**config.mk**
```make
export PLATFORM = sky130hd
export DESIGN_NAME = serial_port_ctrl
export DESIGN_NICKNAME = d
export VERILOG_FILES = /design/src/rtl/spc_pkg.sv /design/src/rtl/spc_ctrl_regs.sv /design/src/rtl/spc_slot_engine.sv /design/src/rtl/spc_bclk_gen.sv /design/src/rtl/serial_port_ctrl.sv
export SDC_FILE = /design/constraint.sdc
export NUM_CORES = 1
export LEC_CHECK = 0
export ABC_AREA = 1
export BUFFER_PORTS_ARGS = -buffer_cell sky130_fd_sc_hd__buf_2
export CORE_MARGIN = 2
export CORE_UTILIZATION = 50
export DETAILED_ROUTE_END_ITERATION = 10
export PLACE_DENSITY = 0.7
export SLEW_MARGIN = 20
export SYNTH_ARGS = -nofsm -noshare
export SYNTH_HDL_FRONTEND = slang
export SYNTH_HIERARCHICAL = 1
export SYNTH_SLANG_ARGS = --single-unit
```
**constraint.sdc**
```tcl
create_clock -name clk -period 3 [get_ports clk]
set_input_delay 0.75 -clock clk [delete_from_list [all_inputs] [get_ports clk]]
set_output_delay 0.75 -clock clk [all_outputs]
set_load 0.1 [all_outputs]
```
**src/rtl/spc_pkg.sv**
```systemverilog
package spc_pkg;

    localparam int CH_BITS = 8;
    localparam logic [7:0] ADDR_CTRL = 8'h10;
    localparam logic [7:0] ADDR_CCH  = 8'h14;
    localparam logic [7:0] ADDR_DCH  = 8'h15;

    typedef struct packed {
        logic       rsvd;
        logic       tdm;
        logic       c_en;
        logic       d_en;
        logic [2:0] rate;
        logic       d_slow;
    } ctrl_t;

    typedef enum logic [2:0] {
        RK_OFF,
        RK_BYPASS,
        RK_DIV32,
        RK_DIV16,
        RK_BAD
    } rate_kind_t;

    function automatic rate_kind_t classify(ctrl_t c);
        rate_kind_t k;
        if (c.tdm) begin
            k = RK_OFF;
        end else begin
            case (c.rate)
                3'b100:         k = RK_DIV32;
                3'b101:         k = RK_DIV16;
                3'b110, 3'b111: k = RK_BAD;
                default:        k = RK_BYPASS;
            endcase
        end
        return k;
    endfunction

    function automatic logic cfg_bad(ctrl_t c);
        return c.tdm & c.rate[2];
    endfunction

    function automatic logic msb_pick(logic [7:0] b, logic [2:0] idx);
        return b[3'd7 - idx];
    endfunction

    function automatic logic [2:0] d_lead_bits(logic d_slow);
        return d_slow ? 3'd1 : 3'd2;
    endfunction

endpackage

```
**src/rtl/spc_ctrl_regs.sv**
```systemverilog
module spc_ctrl_regs
    import spc_pkg::*;
(
    input  logic        clk,
    input  logic        rst,
    input  logic        wr_en,
    input  logic [7:0]  wr_addr,
    input  logic [7:0]  wr_data,
    input  logic [7:0]  rd_addr,
    input  logic [7:0]  rx_c,
    input  logic [7:0]  rx_d,
    output ctrl_t       ctrl,
    output logic [7:0]  c_tx,
    output logic [7:0]  d_tx,
    output logic [7:0]  rd_data,
    output logic        ctrl_wr,
    output logic        cfg_chg
);

    ctrl_t      ctrl_q;
    logic [7:0] c_tx_q;
    logic [7:0] d_tx_q;

    assign ctrl_wr = wr_en && (wr_addr == ADDR_CTRL);
    assign cfg_chg = ctrl_wr && ({wr_data[6], wr_data[3:1]} != {ctrl_q.tdm, ctrl_q.rate});

    always_ff @(posedge clk) begin
        if (rst) begin
            ctrl_q <= '0;
            c_tx_q <= '0;
            d_tx_q <= '0;
        end else if (wr_en) begin
            case (wr_addr)
                ADDR_CTRL: ctrl_q <= ctrl_t'({1'b0, wr_data[6:0]});
                ADDR_CCH:  c_tx_q <= wr_data;
                ADDR_DCH:  d_tx_q <= wr_data;
                default:   ;
            endcase
        end
    end

    always_comb begin
        case (rd_addr)
            ADDR_CTRL: rd_data = {1'b0, ctrl_q[6:0]};
            ADDR_CCH:  rd_data = rx_c;
            ADDR_DCH:  rd_data = rx_d;
            default:   rd_data = 8'h00;
        endcase
    end

    assign ctrl = ctrl_q;
    assign c_tx = c_tx_q;
    assign d_tx = d_tx_q;

    // a configuration write lands in the low seven bits.
    assert_ctrl_write_R1: assert property (@(posedge clk) disable iff (rst)
        ctrl_wr |=> (ctrl_q[6:0] == $past(wr_data[6:0])));

endmodule

```
**src/rtl/spc_slot_engine.sv**
```systemverilog
module spc_slot_engine
    import spc_pkg::*;
#(
    parameter int FRAME_BITS = 256
) (
    input  logic        clk,
    input  logic        rst,
    input  ctrl_t       ctrl,
    input  logic [7:0]  c_tx,
    input  logic [7:0]  d_tx,
    input  logic        bit_en,
    input  logic        frm_sync,
    input  logic        rx_bit,
    output logic        tx_bit,
    output logic        tx_oe,
    output logic [7:0]  rx_c,
    output logic [7:0]  rx_d,
    output logic        cfg_err
);

    localparam int POS_W = $clog2(FRAME_BITS);
    localparam logic [POS_W-1:0] POS_LAST = POS_W'(FRAME_BITS - 1);
    localparam logic [POS_W-1:0] SLOT1_LO = POS_W'(CH_BITS);
    localparam logic [POS_W-1:0] SLOT_END = POS_W'(2 * CH_BITS);

    logic [POS_W-1:0] pos_q;
    logic             valid_q;
    logic [7:0]       sh_q;
    logic [7:0]       rx_c_q;
    logic [7:0]       rx_d_q;

    logic       in_ch0;
    logic       in_ch1;
    logic [2:0] bit_idx;
    logic       drive_d;
    logic       drive_c;
    logic       tdm_ok;
    logic [7:0] rx_byte;

    assign in_ch0  = valid_q && (pos_q < SLOT1_LO);
    assign in_ch1  = valid_q && (pos_q >= SLOT1_LO) && (pos_q < SLOT_END);
    assign bit_idx = pos_q[2:0];
    assign cfg_err = cfg_bad(ctrl);
    assign tdm_ok  = ctrl.tdm && !cfg_err;
    assign drive_d = tdm_ok && ctrl.d_en && in_ch0 && (bit_idx < d_lead_bits(ctrl.d_slow));
    assign drive_c = tdm_ok && ctrl.c_en && in_ch1;
    assign tx_oe   = drive_d || drive_c;
    assign rx_byte = {sh_q[6:0], rx_bit};

    always_comb begin
        if (drive_d)      tx_bit = msb_pick(d_tx, bit_idx);
        else if (drive_c) tx_bit = msb_pick(c_tx, bit_idx);
        else              tx_bit = 1'b0;
    end

    always_ff @(posedge clk) begin
        if (rst) begin
            pos_q   <= '0;
            valid_q <= 1'b0;
        end else if (bit_en) begin
            if (frm_sync) begin
                pos_q   <= '0;
                valid_q <= 1'b1;
            end else if (pos_q != POS_LAST) begin
                pos_q <= pos_q + 1'b1;
            end
        end
    end

    always_ff @(posedge clk) begin
        if (rst) begin
            sh_q   <= '0;
            rx_c_q <= '0;
            rx_d_q <= '0;
        end else if (bit_en && ctrl.tdm && (in_ch0 || in_ch1)) begin
            sh_q <= rx_byte;
            if (bit_idx == 3'd7) begin
                if (in_ch0) rx_d_q <= rx_byte;
                else        rx_c_q <= rx_byte;
            end
        end
    end

    assign rx_c = rx_c_q;
    assign rx_d = rx_d_q;

    // the line is only driven inside the two leading slots of a started frame.
    assert_slot_window_R3: assert property (@(posedge clk) disable iff (rst)
        tx_oe |-> (valid_q && (pos_q < SLOT_END)));

    // a bad framed configuration keeps the line released.
    assert_cfg_quiet_R11: assert property (@(posedge clk) disable iff (rst)
        cfg_err |-> !tx_oe);

    // serial mode never drives the framed line.
    assert_serial_idle_R7: assert property (@(posedge clk) disable iff (rst)
        !ctrl.tdm |-> !tx_oe);

    // received bytes hold while in serial mode.
    assert_rx_hold_R7: assert property (@(posedge clk) disable iff (rst)
        !ctrl.tdm |=> ($stable(rx_c_q) && $stable(rx_d_q)));

endmodule

```
**src/rtl/spc_bclk_gen.sv**
```systemverilog
module spc_bclk_gen
    import spc_pkg::*;
#(
    parameter int DIV_SLOW = 32,
    parameter int DIV_FAST = 16
) (
    input  logic  clk,
    input  logic  rst,
    input  ctrl_t ctrl,
    input  logic  ctrl_wr,
    input  logic  cfg_chg,
    output logic  bclk,
    output logic  bclk_bypass,
    output logic  rate_err
);

    localparam int CNT_W = $clog2(DIV_SLOW / 2) + 1;
    localparam logic [CNT_W-1:0] HALF_SLOW_M1 = CNT_W'(DIV_SLOW / 2 - 1);
    localparam logic [CNT_W-1:0] HALF_FAST_M1 = CNT_W'(DIV_FAST / 2 - 1);

    rate_kind_t       kind;
    logic             dividing;
    logic [CNT_W-1:0] half_m1;
    logic [CNT_W-1:0] cnt_q;
    logic             bclk_q;
    logic             err_q;

    assign kind        = classify(ctrl);
    assign dividing    = (kind == RK_DIV32) || (kind == RK_DIV16);
    assign half_m1     = (kind == RK_DIV32) ? HALF_SLOW_M1 : HALF_FAST_M1;
    assign bclk_bypass = (kind == RK_BYPASS);

    always_ff @(posedge clk) begin
        if (rst || cfg_chg || !dividing) begin
            cnt_q  <= '0;
            bclk_q <= 1'b0;
        end else if (cnt_q == half_m1) begin
            cnt_q  <= '0;
            bclk_q <= ~bclk_q;
        end else begin
            cnt_q <= cnt_q + 1'b1;
        end
    end

    always_ff @(posedge clk) begin
        if (rst || ctrl_wr) err_q <= 1'b0;
        else if (kind == RK_BAD) err_q <= 1'b1;
    end

    assign bclk     = bclk_q;
    assign rate_err = err_q;

    // the error flag only rises after an invalid code was in force.
    assert_err_cause_R10: assert property (@(posedge clk) disable iff (rst)
        $rose(err_q) |-> $past(kind == RK_BAD));

    // non-dividing selections leave the divided clock low.
    assert_idle_low_R8: assert property (@(posedge clk) disable iff (rst)
        !dividing |=> !bclk_q);

    // the divided clock holds its level until the half count completes.
    assert_half_hold_R9: assert property (@(posedge clk) disable iff (rst)
        (dividing && !cfg_chg && (cnt_q != half_m1)) |=> $stable(bclk_q));

endmodule

```
**src/rtl/serial_port_ctrl.sv**
```systemverilog
module serial_port_ctrl
    import spc_pkg::*;
#(
    parameter int FRAME_BITS = 256,
    parameter int DIV_SLOW   = 32,
    parameter int DIV_FAST   = 16
) (
    input  logic       clk,
    input  logic       rst,
    input  logic       wr_en,
    input  logic [7:0] wr_addr,
    input  logic [7:0] wr_data,
    input  logic [7:0] rd_addr,
    output logic [7:0] rd_data,
    input  logic       bit_en,
    input  logic       frm_sync,
    input  logic       rx_bit,
    output logic       tx_bit,
    output logic       tx_oe,
    output logic       bclk,
    output logic       bclk_bypass,
    output logic       rate_err,
    output logic       cfg_err
);

    ctrl_t      ctrl;
    logic [7:0] c_tx;
    logic [7:0] d_tx;
    logic [7:0] rx_c;
    logic [7:0] rx_d;
    logic       ctrl_wr;
    logic       cfg_chg;

    spc_ctrl_regs u_regs (
        .clk     (clk),
        .rst     (rst),
        .wr_en   (wr_en),
        .wr_addr (wr_addr),
        .wr_data (wr_data),
        .rd_addr (rd_addr),
        .rx_c    (rx_c),
        .rx_d    (rx_d),
        .ctrl    (ctrl),
        .c_tx    (c_tx),
        .d_tx    (d_tx),
        .rd_data (rd_data),
        .ctrl_wr (ctrl_wr),
        .cfg_chg (cfg_chg)
    );

    spc_slot_engine #(.FRAME_BITS(FRAME_BITS)) u_slots (
        .clk      (clk),
        .rst      (rst),
        .ctrl     (ctrl),
        .c_tx     (c_tx),
        .d_tx     (d_tx),
        .bit_en   (bit_en),
        .frm_sync (frm_sync),
        .rx_bit   (rx_bit),
        .tx_bit   (tx_bit),
        .tx_oe    (tx_oe),
        .rx_c     (rx_c),
        .rx_d     (rx_d),
        .cfg_err  (cfg_err)
    );

    spc_bclk_gen #(.DIV_SLOW(DIV_SLOW), .DIV_FAST(DIV_FAST)) u_bclk (
        .clk         (clk),
        .rst         (rst),
        .ctrl        (ctrl),
        .ctrl_wr     (ctrl_wr),
        .cfg_chg     (cfg_chg),
        .bclk        (bclk),
        .bclk_bypass (bclk_bypass),
        .rate_err    (rate_err)
    );

endmodule

```
==> run summary <==
* 2.25 ns — required time of the worst setup path
* 85.6 um — die boundary height
* finished, final reports clean — result of the run
* 21.7% — Total GRT Usage
* ha_1 > a21boi_0 > nor3_1 > or2_2 > buf_2 — series of cell instances along the critical path
* 535 — post-synthesis net count
* 5.77% — met3 Resource Use GR
* output pin — kind of end point of the critical path
* 0 — count of final hold-check violations
* 176 — number of DRC violations after detailed-routing iteration 0
* 1.32 ns — worst-case register-to-register setup slack
* 0.34 ns — Clk Latency, worst-skew pair
* built — clock tree from TritonCTS
* u_bclk/cnt_q[0] — hold endpoint
* u_slots/pos_q[1] — crit path from
* 0.446 ns — worst hold slack across all endpoints
* 9 — crit-path max FO
* 7360 um — final WL
* 0 — antenna violations before repair
* 26 — pin count of the biggest net entering global routing
* 0 ns — summed negative setup slack over all endpoints
* 627 — Non-Filler Instances
* nand2_1 — most frequent standard cell in the layout excluding fill and tap cells
* u_slots/pos_q[0] — Critical R2R Capture
* 1.79 nW — static leakage
* 0 — number of resized instances in the post-cts repair step
* 0.49 ns — stage delay of the slowest cell on the critical path
* 52.2% — max_slew headroom
* 0 — total grt overflow
* u_bclk/cnt_q[0] — Worst Hold Launch
* 0 — Post-CTS Setup Inserts
* 6 — synthesis warning total
* 0.325 mV — Peak VDD IR
* 44 — I/O Pins
* 0 — number of nets with antenna violations after detailed routing
* 12,900 um — global-route wire length before repair
* 578 — net count of the finished layout
* 0 — Antenna Diode Count
* 2.03 ns — data arrival at the endpoint of the critical path
* 29 — Std-Cell Rows
* 5550 um — Detail Placement HPWL
* 7320 um2 — floorplan die area
* 17.5% — share of post-route cells with drive strength above 1
* 502 — count of mapped cells out of synthesis
* 2,957 — number of global-route vias before repair
* reg -> reg — class of the most critical hold timing path
* clkbuf_8 — Root Driver
* dfxtp_1 — slowest stage cell on the critical path
* 52.1% — Initial Util
* flop — Critical Path Start Type
* 0.07 ns — clock-pin slew reported for the worst setup and hold paths after clock tree synthesis
* 0 — final number of max-transition violations
* 4 — DR pass1 iterations
* nand2_1 (99), inv_1 (90), nor2_1 (86) — commonest cells after routing, fill and taps aside
* met2 — layer with the highest usage after global routing
* 2 — maximum root-to-sink buffer count
* 0.344 ns — Post-Place Setup Slack
* 3330 um2 — synthesized cell area
* 0.00729 ns — Worst Clk Skew
* flip-flops — family with the most delay on the worst path
* 396 nW/um2 — pwr/cell area
* 27.0% — met1 Track Usage GR
* no — setup repair after global routing missed its margin
* 0.220 ns — Worst Setup Slack, final
* 6390 um2 — floorplan core area
* 7 — Reg2Reg Depth
* 85.6 um — die boundary width
* 37.4% — M2 GR Usage
* 1 — Buf+Inv Stages, Crit Path
* 360 MHz — FMAX
* 606 — fillers
* 6.63 um2 — mean instance size in the synthesized netlist
* 0.716 ns — Least-Margin Pin Slew
* 58 — Sink Count
* reg -> out — crit path kind
* 0.848 — global placement routability congestion
* 3,133 — DR vias
* 2.78 ns — time the final worst path needs with I/O delays and setup
* 0 — Post-CTS Hold Fix Bufs
* 9 — TritonCTS buffer count
* 11.7 um — average detailed-routed wire length per instance
* 0 — count of endpoints failing setup in the final report
* 1 — WHS Path Cells
* 92.7% — Period Utilization, post-route
* 611 — placed instance count
* u_slots/pos_q[0] — worst flop-to-flop path startpoint
* 5.00 — via-per-instance ratio
* 15.6% — signed area change from the synthesized netlist to the final layout
* 3 — Clock H-tree levels
* 43 — number of buffers inserted by port buffering
* 0 — count of max-cap constraint violations
* 0 — DRC violation count after routing
[metal layers]
metal | part of all wire, % | vias to the layer above
met2 | 48 | 62
met1 | 47 | 1416
met4 | 0.99 | 0
met5 | 0 | -
met3 | 3.7 | 8
li1 | - | 1647
[worst register-to-register path, delay by kind of cell, from the launching register on]
kind | cells | cell delay (ns)
AND/OR/NAND/NOR | 4 | 0.63
AO/OA/AOI/OAI | 2 | 0.25
flip-flops | 1 | 0.51
adder cells (fa/ha/maj) | 1 | 0.23
[registers in the layout, summed over array words and instances, names as in the netlist]
| name | flops |
|---|---|
| u_regs/c_tx | 8 |
| u_regs/ctrl | 7 |
| u_slots/pos_q | 8 |
| u_slots/valid_q | 1 |
| u_bclk/rate_err | 1 |
| u_slots/sh_q | 7 |
| u_regs/d_tx | 4 |
| u_bclk/bclk | 1 |
| u_slots/rx_c | 8 |
| u_bclk/cnt_q | 5 |
| u_slots/rx_d | 8 |
[report_power, final]
group / total [mW] / internal [mW] / switching, mW
combinational: 0.117 / 0.0397 / 0.0771
sequential: 0.779 / 0.773 / 0.00561
clock: 0.626 / 0.317 / 0.308
total: 1.52 / 1.13 / 0.391
[metrics by stage]
stage / util [%] / area [um2] / power (mW)
after floorplan: - / 3330 / 0.875
after global placement: 57.5 / 3670 / 0.910
after detailed placement: 57.5 / 3670 / 0.913
after CTS: 60.2 / 3850 / 1.54
after global routing: 60.2 / 3850 / 1.59
final: 60.2 / 3850 / 1.52
[final cells by class]
class | count | area [um2] | area share (%)
Timing Repair Buffer | 45 | 350 | 9.11
Clock inverter | 5 | 30.0 | 0.781
Multi-Input combinational cell | 336 | 1710 | 44.5
Sequential cell | 58 | 1160 | 30.2
Tap cell | 77 | 96.3 | 2.50
Clock buffer | 11 | 141 | 3.68
Inverter | 95 | 357 | 9.27
[worst max-delay path by stage]
stage,endpoint,slack [ns],cells after the start
final,tx_oe,0.22,5
after detailed placement,rd_data[4],0.34,7
after global placement,rd_data[1],0.37,7
after floorplan,rd_data[4],0.18,6
after global routing,tx_bit,0.07,6
after CTS,tx_bit,0.19,6
No activity file was read; power rests on OpenSTA's default activity.
